[config.mk]
export PLATFORM = sky130hd
export DESIGN_NAME = sdram_wr_bank_ctrl
export DESIGN_NICKNAME = d
export VERILOG_FILES = /design/src/rtl/sdram_wr_pkg.sv /design/src/rtl/sdram_gap_timer.sv /design/src/rtl/sdram_wr_shift.sv /design/src/rtl/sdram_wr_bank_ctrl.sv
export SDC_FILE = /design/constraint.sdc
export NUM_CORES = 1
export LEC_CHECK = 0
export CORE_MARGIN = 8
export CORE_UTILIZATION = 58
export CTS_CLUSTER_DIAMETER = 200
export CTS_CLUSTER_SIZE = 12
export DETAILED_ROUTE_END_ITERATION = 7
export DONT_BUFFER_PORTS = 1
export PLACE_DENSITY = 0.74
export SYNTH_ARGS = -nofsm -noshare
export SYNTH_HDL_FRONTEND = slang
export SYNTH_SLANG_ARGS = --single-unit
[constraint.sdc]
create_clock -name clk -period 6.92 [get_ports clk]
set_input_delay 0.692 -clock clk [delete_from_list [all_inputs] [get_ports clk]]
set_output_delay 0.692 -clock clk [all_outputs]
set_load 0.01 [all_outputs]
[src/rtl/sdram_wr_pkg.sv]
package sdram_wr_pkg;

    typedef enum logic [1:0] {
        CMD_NOP = 2'd0,
        CMD_ACT = 2'd1,
        CMD_WR  = 2'd2,
        CMD_PRE = 2'd3
    } cmd_e;

    // gap timer slots
    localparam int NTMR    = 5;
    localparam int TM_RCD  = 0;  // ACT -> WRITE
    localparam int TM_RAS  = 1;  // ACT -> PRE
    localparam int TM_WRP  = 2;  // WRITE -> PRE (burst + recovery)
    localparam int TM_ACTG = 3;  // PRE or self-precharge -> next ACT
    localparam int TM_BST  = 4;  // WRITE -> WRITE

endpackage

[src/rtl/sdram_gap_timer.sv]
module sdram_gap_timer #(
    parameter int CW = 5
) (
    input  logic          clk,
    input  logic          rst_n,
    input  logic          load_i,
    input  logic [CW-1:0] val_i,
    output logic          zero_o
);
    logic [CW-1:0] cnt_d, cnt_q;

    always_comb begin
        cnt_d = cnt_q;
        if (load_i) begin
            cnt_d = val_i;
        end else if (cnt_q != '0) begin
            cnt_d = cnt_q - 1'b1;
        end
    end

    always_ff @(posedge clk) begin
        if (!rst_n) begin
            cnt_q <= '0;
        end else begin
            cnt_q <= cnt_d;
        end
    end

    assign zero_o = (cnt_q == '0);
endmodule

[src/rtl/sdram_wr_shift.sv]
module sdram_wr_shift #(
    parameter int DW = 16,
    parameter int BL = 4
) (
    input  logic             clk,
    input  logic             rst_n,
    input  logic             load_i,
    input  logic [BL*DW-1:0] burst_i,
    output logic [DW-1:0]    dq_o,
    output logic             oe_o
);
    localparam int LW = $clog2(BL) + 1;

    typedef struct packed {
        logic [BL*DW-1:0] sh;
        logic [LW-1:0]    left;
        logic [DW-1:0]    dq;
        logic             oe;
    } shift_t;

    shift_t s_d, s_q;

    always_comb begin
        s_d = s_q;
        if (load_i) begin
            s_d.dq   = burst_i[DW-1:0];
            s_d.sh   = burst_i >> DW;
            s_d.left = LW'(BL - 1);
            s_d.oe   = 1'b1;
        end else if (s_q.left != '0) begin
            s_d.dq   = s_q.sh[DW-1:0];
            s_d.sh   = s_q.sh >> DW;
            s_d.left = s_q.left - 1'b1;
            s_d.oe   = 1'b1;
        end else begin
            s_d.dq = '0;
            s_d.oe = 1'b0;
        end
    end

    always_ff @(posedge clk) begin
        if (!rst_n) begin
            s_q <= '0;
        end else begin
            s_q <= s_d;
        end
    end

    assign dq_o = s_q.dq;
    assign oe_o = s_q.oe;
endmodule

[src/rtl/sdram_wr_bank_ctrl.sv]
module sdram_wr_bank_ctrl
    import sdram_wr_pkg::*;
#(
    parameter int ROW_W  = 13,
    parameter int COL_W  = 8,
    parameter int AP_BIT = 10,
    parameter int DW     = 16,
    parameter int BL     = 4,
    parameter int T_RCD  = 2,
    parameter int T_WR   = 2,
    parameter int T_RP   = 2,
    parameter int T_RAS  = 4
) (
    input  logic             clk,
    input  logic             rst_n,
    input  logic             req_valid,
    output logic             req_ready,
    input  logic             req_close,
    input  logic [ROW_W-1:0] req_row,
    input  logic [COL_W-1:0] req_col,
    input  logic             req_autopre,
    input  logic [BL*DW-1:0] req_burst,
    output logic [1:0]       cmd_o,
    output logic [ROW_W-1:0] addr_o,
    output logic [DW-1:0]    dq_o,
    output logic             dq_oe_o,
    output logic             err_o
);
    localparam int CW    = $clog2(BL + T_WR + T_RP + T_RAS + T_RCD + 2);
    localparam int L_RCD = T_RCD - 1;
    localparam int L_RAS = T_RAS - 1;
    localparam int L_WRP = BL + T_WR - 2;
    localparam int L_RP  = T_RP - 1;
    localparam int L_AP  = BL + T_WR - 1 + T_RP - 1;
    localparam int L_BST = BL - 1;

    // configuration checks at elaboration
    if (!(T_RCD + BL + T_WR - 1 > T_RAS)) begin : g_bad_tras
        $error("write path shorter than minimum row active time");
    end
    if (BL != 1 && BL != 2 && BL != 4 && BL != 8) begin : g_bad_bl
        $error("burst length must be 1, 2, 4 or 8");
    end
    if (AP_BIT < COL_W || AP_BIT >= ROW_W) begin : g_bad_ap
        $error("auto-precharge bit overlaps column or exceeds address");
    end

    typedef struct packed {
        logic             bank_open;
        logic [ROW_W-1:0] open_row;
        logic             lock;
        logic             pend;
        logic             p_close;
        logic [ROW_W-1:0] p_row;
        logic [COL_W-1:0] p_col;
        logic             p_ap;
        logic [BL*DW-1:0] p_burst;
        cmd_e             cmd;
        logic [ROW_W-1:0] addr;
        logic             err;
    } ctrl_t;

    ctrl_t s_d, s_q;

    logic [NTMR-1:0]         tld;
    logic [NTMR-1:0][CW-1:0] tval;
    logic [NTMR-1:0]         tz;
    logic                    lockout;
    logic                    accept;

    for (genvar i = 0; i < NTMR; i++) begin : g_tmr
        sdram_gap_timer #(.CW(CW)) u_tmr (
            .clk    (clk),
            .rst_n  (rst_n),
            .load_i (tld[i]),
            .val_i  (tval[i]),
            .zero_o (tz[i])
        );
    end

    assign lockout   = s_q.lock && !tz[TM_ACTG];
    assign req_ready = !s_q.pend && !lockout;
    assign accept    = req_valid && req_ready;

    always_comb begin
        s_d      = s_q;
        s_d.cmd  = CMD_NOP;
        s_d.addr = '0;
        s_d.err  = req_valid && lockout;
        tld      = '0;
        tval     = '0;

        if (tz[TM_ACTG]) begin
            s_d.lock = 1'b0;
        end

        if (accept) begin
            s_d.pend    = 1'b1;
            s_d.p_close = req_close;
            s_d.p_row   = req_row;
            s_d.p_col   = req_col;
            s_d.p_ap    = req_autopre;
            s_d.p_burst = req_burst;
        end else if (s_q.pend) begin
            if (!s_q.p_close) begin
                if (!s_q.bank_open) begin
                    if (tz[TM_ACTG]) begin
                        s_d.cmd          = CMD_ACT;
                        s_d.addr         = s_q.p_row;
                        s_d.bank_open    = 1'b1;
                        s_d.open_row     = s_q.p_row;
                        tld[TM_RCD]      = 1'b1;
                        tval[TM_RCD]     = CW'(L_RCD);
                        tld[TM_RAS]      = 1'b1;
                        tval[TM_RAS]     = CW'(L_RAS);
                    end
                end else if (s_q.open_row == s_q.p_row) begin
                    if (tz[TM_RCD] && tz[TM_BST]) begin
                        s_d.cmd                  = CMD_WR;
                        s_d.addr[COL_W-1:0]      = s_q.p_col;
                        s_d.addr[AP_BIT]         = s_q.p_ap;
                        s_d.pend                 = 1'b0;
                        tld[TM_BST]              = 1'b1;
                        tval[TM_BST]             = CW'(L_BST);
                        tld[TM_WRP]              = 1'b1;
                        tval[TM_WRP]             = CW'(L_WRP);
                        if (s_q.p_ap) begin
                            s_d.bank_open  = 1'b0;
                            s_d.lock       = 1'b1;
                            tld[TM_ACTG]   = 1'b1;
                            tval[TM_ACTG]  = CW'(L_AP);
                        end
                    end
                end else begin
                    if (tz[TM_WRP] && tz[TM_RAS]) begin
                        s_d.cmd       = CMD_PRE;
                        s_d.bank_open = 1'b0;
                        tld[TM_ACTG]  = 1'b1;
                        tval[TM_ACTG] = CW'(L_RP);
                    end
                end
            end else begin
                if (!s_q.bank_open) begin
                    s_d.pend = 1'b0;
                end else if (tz[TM_WRP] && tz[TM_RAS]) begin
                    s_d.cmd       = CMD_PRE;
                    s_d.bank_open = 1'b0;
                    s_d.pend      = 1'b0;
                    tld[TM_ACTG]  = 1'b1;
                    tval[TM_ACTG] = CW'(L_RP);
                end
            end
        end
    end

    always_ff @(posedge clk) begin
        if (!rst_n) begin
            s_q     <= '0;
            s_q.cmd <= CMD_NOP;
        end else begin
            s_q <= s_d;
        end
    end

    sdram_wr_shift #(.DW(DW), .BL(BL)) u_shift (
        .clk     (clk),
        .rst_n   (rst_n),
        .load_i  (s_d.cmd == CMD_WR),
        .burst_i (s_q.p_burst),
        .dq_o    (dq_o),
        .oe_o    (dq_oe_o)
    );

    assign cmd_o  = s_q.cmd;
    assign addr_o = s_q.addr;
    assign err_o  = s_q.err;
endmodule

==> reports/qor.txt, run 1 <==
First-pass DRT Iterations -> 5
final setup fails -> 0
Yosys reg bits -> 207
RSZ-0062 raised after global routing -> no
hpwl dp -> 11.2 mm
DR vias/cell -> 5.57
initial antenna violation count -> 0
vias in the first global route -> 5729
buffer levels on the longest clock path -> 3
WP data required -> 7250 ps
PwrDens -> 342 nW/µm²
number of diodes -> 0
synthesized area -> 8320 µm²
CTS resizes -> 0
final slew viol count -> 0
global-route wire length before repair -> 28.8 mm
Synthesized Nets -> 1076
part of the cycle the worst path needs -> 0.419
maximum number of pins on one net before global-route repair -> 128
I/O pin count -> 124
DR vias -> 6065
skew final -> 8.70 ps
Tightest Hold Check Type -> input port to flop
routed len/inst -> 16.2 µm
Crit path arrival time -> 3220 ps
Worst path max stage delay -> 560 ps
Initial Util -> 0.597
core area -> 13900 µm²
LEAKAGE -> 0.00321 µW
most frequent cells in the layout -> 256 x nand2_1, 207 x dfxtp_1, 165 x a21oi_1, 50 x nor2_1, 33 x mux2i_1
worst-skew pair later-pin latency -> 490 ps
Placer Congestion -> 0.782
fmax -> 345 MHz
non-filler cells, final -> 1088
Period minus WS final -> 2900 ps
Post-DRT Antenna Nets -> 0
Cells after DPL -> 1065
Main synth FF type -> dfxtp_1
asr flop ratio synth -> 0
WL final -> 17.6 mm
Overflow after GRT -> 0
critical-path cell list -> inv_1, ha_1, nor3b_1, nand3_1, or3_4, buf_4, nor2_1, a211oi_2
Total GRT Usage -> 0.188
Clock Pin Slew Worst Setup and Hold Paths -> 60 ps
clk root buf -> clkbuf_16
CTS Hold Bufs -> 0
Final TNS setup -> 0 ps
port bufs -> 0
Nets -> 1008
Top delay family on crit path -> simple AND/OR/NAND/NOR gates
WS Path Type -> flop to flop
WP buf/inv -> 2
residual DRC count -> 0
Post-CTS Setup Repair Bufs -> 0
peak supply drop -> 0.200 mV
post-synthesis sequential area ratio -> 0.498
clock buffer count from CTS -> 21
Die Span X -> 136 µm
max cap viols -> 0
number of synthesis warnings -> 0
synthesized instance count -> 976
measured slew at the worst slew-check pin -> 1080 ps
kind of end point of the critical path -> flop
Die Y -> 136 µm
final hold slack -> 320 ps
worst rel slew slack -> 0.278
number of filler cells placed in the layout -> 1225
synth unique cells -> 37
CP Max Fanout -> 96
Final WS setup -> 4020 ps
commonest non-fill, non-tap cell in the layout -> nand2_1
PnR Total Power -> 2950 µW
CTS tree -> yes
fraction of layout cells with a size suffix above 1 -> 0.0804
die area -> 18400 µm²
outcome -> finished, final reports clean
final hold violations -> 0
Area growth syn-to-layout -> 3.82%
initial detailed-routing violation count -> 432
EDFF count, synth -> 0
Startpoint Class -> flop
clock sink total -> 207
row count -> 43
H-tree Lvls -> 1
critical path's slowest cell -> nor3b_1
Place WS -> 4030 ps
Avg Synthesized Cell Area -> 8.52 µm²
## flip-flops by register name, indices dropped and copies added (netlist names)
name and cells:
err_o 1, addr_o 13, u_shift.dq_o 16, g_tmr.u_tmr.cnt_q 20, u_shift.oe_o 1, u_shift.s_q 51
cmd_o 2, s_q 103
## cell usage after synthesis (2+ instances only)
library cell    n  area (µm²)
clkbuf_1       52         195
nor4_1          3        18.8
xor2_1          2        17.5
a211oi_2       32         400
and3_1          5        31.3
or3_1           6        37.5
xnor2_1        23         201
buf_6           5        56.3
a21oi_1       165         826
nor3_1         12        60.1
buf_2           7        35.0
inv_1          14        52.6
buf_4          31         233
nand3b_1       16         120
nor2_1         50         188
o21a_1          2        15.0
nand3_1        18        90.1
ha_1           10         125
buf_1           4        15.0
and2_1          3        18.8
mux2i_1        33         330
nand4_1         2        12.5
nor3b_1         4        30.0
dfxtp_1       207        4140
nand2_1       257         965
mux2_2          2        22.5
## worst register-to-register path: cells and delay by family (launching register included)
family / cells / cell delay [ps]
compound gates: 1 / 70
buf+inv: 2 / 530
simple gates: 4 / 1650
fa+ha+maj: 1 / 190
flops: 1 / 310
## worst paths after layout
kind / startpoint / to / slack [ps] / cells past startpoint
max: g_tmr[0].u_tmr.cnt_q[0] / u_shift.s_q[24] / 4020 / 8
min: rst_n / g_tmr[3].u_tmr.cnt_q[1] / 320 / 1
max reg2reg: g_tmr[0].u_tmr.cnt_q[0] / u_shift.s_q[24] / 4020 / 8
min reg2reg: s_q[57] / s_q[57] / 450 / 2
## cell families (layout without fill, tap and decap cells)
group                      after synthesis  in the layout  share of synthesized area
xor gates and xnor gates                25             25                     0.0263
adders and majority gates               10             10                     0.0150
AOI/OAI and AO/OA                      206            206                      0.155
muxes                                   35             35                     0.0424
buffers and inverters                  114             46                     0.0710
DFF                                    207            207                      0.498
and+or+nand+nor                        379            379                      0.192
## stage by stage
step                instance area [µm²]   util
finish                             8640  0.620
global route                       8640  0.620
CTS                                8640  0.620
detailed placement                 8090  0.581
global placement                   8090  0.581
floorplan                          8320      -
## layer usage
layer	up-vias	share of wire	global-route usage
met2	138	0.48	0.313
met1	2834	0.45	0.245
met3	24	0.056	0.0382
met4	0	0.015	0.0401
met5	-	0	0
li1	3069	-	-
## cell type report
class	instances	area, µm²	share of cell area
clock buffer	21	526	0.0608
timing repair buffer	8	60.1	0.00695
tap	180	225	0.0261
inverter	15	61.3	0.00710
clock inverter	2	20.0	0.00232
multi-input combinational	655	3600	0.417
sequential	207	4140	0.480
## power breakdown
| part | switching (µW) | leakage (µW) | internal (µW) |
|---|---|---|---|
| clock network | 422 | 0.000269 | 540 |
| registers | 68.4 | 0.00169 | 1290 |
| logic | 363 | 0.00126 | 268 |
| total | 853 | 0.00321 | 2100 |
Power figures use the tool's default switching activity.
==> inputs of run 2 (changes only) <==
CORE_UTILIZATION = 57   (was 58)
PLACE_DENSITY = 0.75   (was 0.74)
clock period = 2.65 ns   (was 6.92 ns; I/O delays follow)
==> reports/qor.txt, run 2 (synthesized netlist as in run 1, its figures left out) <==
clk root buf -> clkbuf_16
Final TNS setup -> 0 ps
maximum number of pins on one net before global-route repair -> 102
First-pass DRT Iterations -> 7
launching point of the worst reg2reg path -> s_q[94]
routed len/inst -> 16.3 µm
initial detailed-routing violation count -> 396
outcome -> finished, final reports clean
fmax -> 429 MHz
DR vias -> 6463
hpwl dp -> 12.0 mm
Die Y -> 137 µm
most frequent cells in the layout -> 256 x nand2_1, 207 x dfxtp_1, 165 x a21oi_1, 90 x dlygate4sd3_1, 50 x nor2_1
Placer Congestion -> 0.803
initial antenna violation count -> 0
Initial Util -> 0.577
LEAKAGE -> 0.00365 µW
WS Path Type -> flop to flop
row count -> 44
Area growth syn-to-layout -> 16.1%
final hold violations -> 0
min-delay src -> rst_n
vias in the first global route -> 6333
R2R setup slack -> 320 ps
core area -> 14400 µm²
part of the cycle the worst path needs -> 0.880
PnR Total Power -> 7920 µW
CTS tree -> yes
max FFs per register -> 103
most flop-heavy register -> s_q
worst-skew pair later-pin latency -> 490 ps
commonest non-fill, non-tap cell in the layout -> nand2_1
Overflow after GRT -> 0
Post-DRT Antenna Nets -> 0
die area -> 18700 µm²
final setup fails -> 0
Die Span X -> 137 µm
buffer levels on the longest clock path -> 3
fraction of layout cells with a size suffix above 1 -> 0.0814
measured slew at the worst slew-check pin -> 614 ps
DR vias/cell -> 5.43
Hold Path Stages -> 2
PwrDens -> 820 nW/µm²
Tightest Hold Check Type -> input port to flop
global-route wire length before repair -> 30.8 mm
reg2reg path depth -> 7
Total GRT Usage -> 0.201
clock buffer count from CTS -> 21
number of diodes -> 0
skew final -> 13.5 ps
kind of end point of the critical path -> flop
final slew viol count -> 0
Nets -> 1107
leading registers by flop count -> s_q: 103 flops, u_shift.s_q: 51 flops, g_tmr.u_tmr.cnt_q: 20 flops
worst rel slew slack -> 0.591
peak supply drop -> 0.507 mV
Startpoint Class -> flop
Post-CTS Setup Repair Bufs -> 0
Period minus WS final -> 2330 ps
I/O pin count -> 124
Clock Pin Slew Worst Setup and Hold Paths -> 60 ps
WP data required -> 3000 ps
H-tree Lvls -> 1
CP Max Fanout -> 101
residual DRC count -> 0
RSZ-0062 raised after global routing -> no
port bufs -> 0
Hold EP -> g_tmr[2].u_tmr.cnt_q[0]
clock sink total -> 207
WL final -> 19.4 mm
Crit path arrival time -> 2680 ps
max cap viols -> 0
terminus of the critical flop-to-flop path -> u_shift.s_q[36]
## run 2: per-layer routing
metal	GRT usage	part of all wire	vias up
met5	0	0	-
met4	0.0622	0.023	0
met3	0.0341	0.047	32
met2	0.357	0.50	161
met1	0.242	0.43	2999
li1	-	-	3271
## run 2: final cells by class
class / instances / area (µm²)
clock buffers: 21 / 526
clock inverters: 2 / 20.0
fillers: 1157 / 4760
inverters: 15 / 61.3
multi-input cells: 655 / 3600
flip-flops and latches: 207 / 4140
well taps: 184 / 230
repair buffers: 107 / 1080
## run 2: how the worst max path moves through the flow
stage          slack (ps)               end                    start
4_1_cts               330   u_shift.s_q[36]                  s_q[94]
2_1_floorplan         460   u_shift.s_q[64]  g_tmr[0].u_tmr.cnt_q[0]
3_3_place_gp          360  u_shift.dq_o[10]                  s_q[90]
6_report              320   u_shift.s_q[36]                  s_q[94]
5_1_grt               190   u_shift.s_q[36]                 s_q[101]
3_5_place_dp          340   u_shift.s_q[35]                  s_q[90]
## run 2: timing repair
action	4_1_cts	5_1_grt
setup endpoints to repair	0	0
hold buffers	90	0
hold endpoints to repair	97	0
resized for setup	0	0
## run 2: critical path: stages, from the launching register on
cell	delay (ps)
dfxtp_1	360
xnor2_1	130
nand3_1	130
or4_4	570
or3_4	420
buf_12	250
nor2_1	210
a211oi_2	60
## run 2: stage by stage
stage | setup slack (ps) | cell area, µm² | hold WS (ps) | util | std cells
2_1_floorplan | 464 | 8320 | 379 | - | 976
3_3_place_gp | 363 | 8210 | 382 | 0.569 | 1078
3_5_place_dp | 337 | 8210 | 384 | 0.569 | 1078
4_1_cts | 334 | 9660 | 7.37 | 0.670 | 1191
5_1_grt | 194 | 9660 | 15.7 | 0.670 | 1191
6_report | 318 | 9660 | 24.1 | 0.670 | 1191
## run 2: where the power goes
part,internal (µW),switching (µW),total (µW)
Combinational,856,999,1860
Sequential,3370,177,3550
Clock,1410,1110,2520
Total,5640,2280,7920
==> inputs of run 3 (changes only) <==
PLACE_DENSITY = default   (was 0.75)
PLACE_DENSITY_LB_ADDON = 0.15   (was default)
==> reports/qor.txt, run 3 (synthesized netlist as in run 1, its figures left out) <==
outcome -> finished, final reports clean
CP Max Fanout -> 64
WL met1 -> 8.32 mm
initial detailed-routing violation count -> 374
global-route wire length before repair -> 32.1 mm
First-pass DRT Iterations -> 5
fmax -> 422 MHz
Max Used Layer -> met4
worst-skew pair later-pin latency -> 490 ps
Clock Pin Slew Worst Setup and Hold Paths -> 60 ps
peak supply drop -> 0.570 mV
Post-DRT Antenna Nets -> 0
WS Path Type -> flop to flop
leading registers by flop count -> s_q: 103 flops, u_shift.s_q: 51 flops, g_tmr.u_tmr.cnt_q: 20 flops
Die Y -> 137 µm
commonest non-fill, non-tap cell in the layout -> nand2_1
Placer Congestion -> 0.831
Top delay family on crit path -> simple AND/OR/NAND/NOR gates
buffer levels on the longest clock path -> 3
CTS tree -> yes
Area growth syn-to-layout -> 16.4%
vias in the first global route -> 6444
maximum number of pins on one net before global-route repair -> 89
critical-path cell list -> xnor2_1, nand3_1, or4_4, or3_4, buf_12, nand3b_1, a21oi_1
H-tree Lvls -> 1
WL met2 -> 10.1 mm
row count -> 44
WP data required -> 3020 ps
port bufs -> 0
final hold violations -> 0
final hold slack -> 26.8 ps
critical path's slowest cell -> or4_4
WL met3 -> 1.24 mm
clock buffer count from CTS -> 21
RSZ-0062 raised after global routing -> no
DR vias/cell -> 5.51
measured slew at the worst slew-check pin -> 668 ps
Initial Util -> 0.577
DR vias -> 6576
final slew viol count -> 0
residual DRC count -> 0
WL final -> 20.1 mm
Nets -> 1108
Tightest Hold Check Type -> input port to flop
Final TNS setup -> 0 ps
Overflow after GRT -> 0
kind of end point of the critical path -> flop
clk root buf -> clkbuf_16
Die Span X -> 137 µm
I/O pin count -> 124
Startpoint Class -> flop
Total GRT Usage -> 0.211
R2R setup slack -> 280 ps
hpwl dp -> 12.8 mm
final setup fails -> 0
routed len/inst -> 16.9 µm
Period minus WS final -> 2370 ps
initial antenna violation count -> 0
LEAKAGE -> 0.00366 µW
core area -> 14400 µm²
Post-CTS Setup Repair Bufs -> 0
PwrDens -> 824 nW/µm²
Worst path max stage delay -> 580 ps
fraction of layout cells with a size suffix above 1 -> 0.0823
max FFs per register -> 103
most frequent cells in the layout -> 256 x nand2_1, 207 x dfxtp_1, 165 x a21oi_1, 90 x dlygate4sd3_1, 50 x nor2_1
WP buf/inv -> 1
most flop-heavy register -> s_q
clock sink total -> 207
CTS resizes -> 0
max cap viols -> 0
Crit path arrival time -> 2730 ps
part of the cycle the worst path needs -> 0.893
worst rel slew slack -> 0.555
die area -> 18700 µm²
skew final -> 11.4 ps
[run 3: cell count changes in the layout (fill, tap and decap cells not counted)]
cell	before	now
and2_2	1	0
and2_4	0	1
buf_12	4	5
diode_2	0	1
[run 3: final cells by class]
cell class / count / area [µm²]
Fill cell: 1162 / 4740
Sequential cell: 207 / 4140
Multi-Input combinational cell: 655 / 3600
Timing Repair Buffer: 108 / 1100
Clock buffer: 21 / 526
Tap cell: 184 / 230
Inverter: 15 / 61.3
Clock inverter: 2 / 20.0
Antenna cell: 1 / 2.50
[run 3: per-stage QoR]
step | utilization | power (µW) | cell area (µm²) | worst slack (ps) | cells
3_5_place_dp | 0.571 | 5410 | 8240 | 312 | 1079
3_3_place_gp | 0.571 | 5280 | 8240 | 324 | 1079
5_1_grt | 0.671 | 8400 | 9680 | 184 | 1192
4_1_cts | 0.671 | 8040 | 9680 | 291 | 1192
6_report | 0.671 | 7980 | 9680 | 283 | 1193
2_1_floorplan | - | 4990 | 8320 | 464 | 976
[run 3: metal layers]
metal / GRT usage / vias to the layer above
met2: 0.371 / 204
met1: 0.257 / 3066
li1: - / 3273
met3: 0.0422 / 33
met5: 0 / -
met4: 0.0579 / 0
[run 3: timing repair]
action,in CTS,in global routing
endpoints found under the setup margin,0,0
endpoints found under the hold margin,101,0
hold buffers,90,0
[run 3: final timing paths]
kind,start,cells after the start,to
setup reg to reg,s_q[99],7,u_shift.dq_o[12]
hold reg to reg,s_q[84],2,s_q[84]
setup / recovery,s_q[99],7,u_shift.dq_o[12]
hold / removal,rst_n,2,g_tmr[0].u_tmr.cnt_q[2]
[run 3: where the power goes]
group | leakage, µW | internal [µW] | switching [µW]
sequential | 0.00169 | 3370 | 182
combinational | 0.00171 | 864 | 1040
clock | 0.000269 | 1410 | 1120
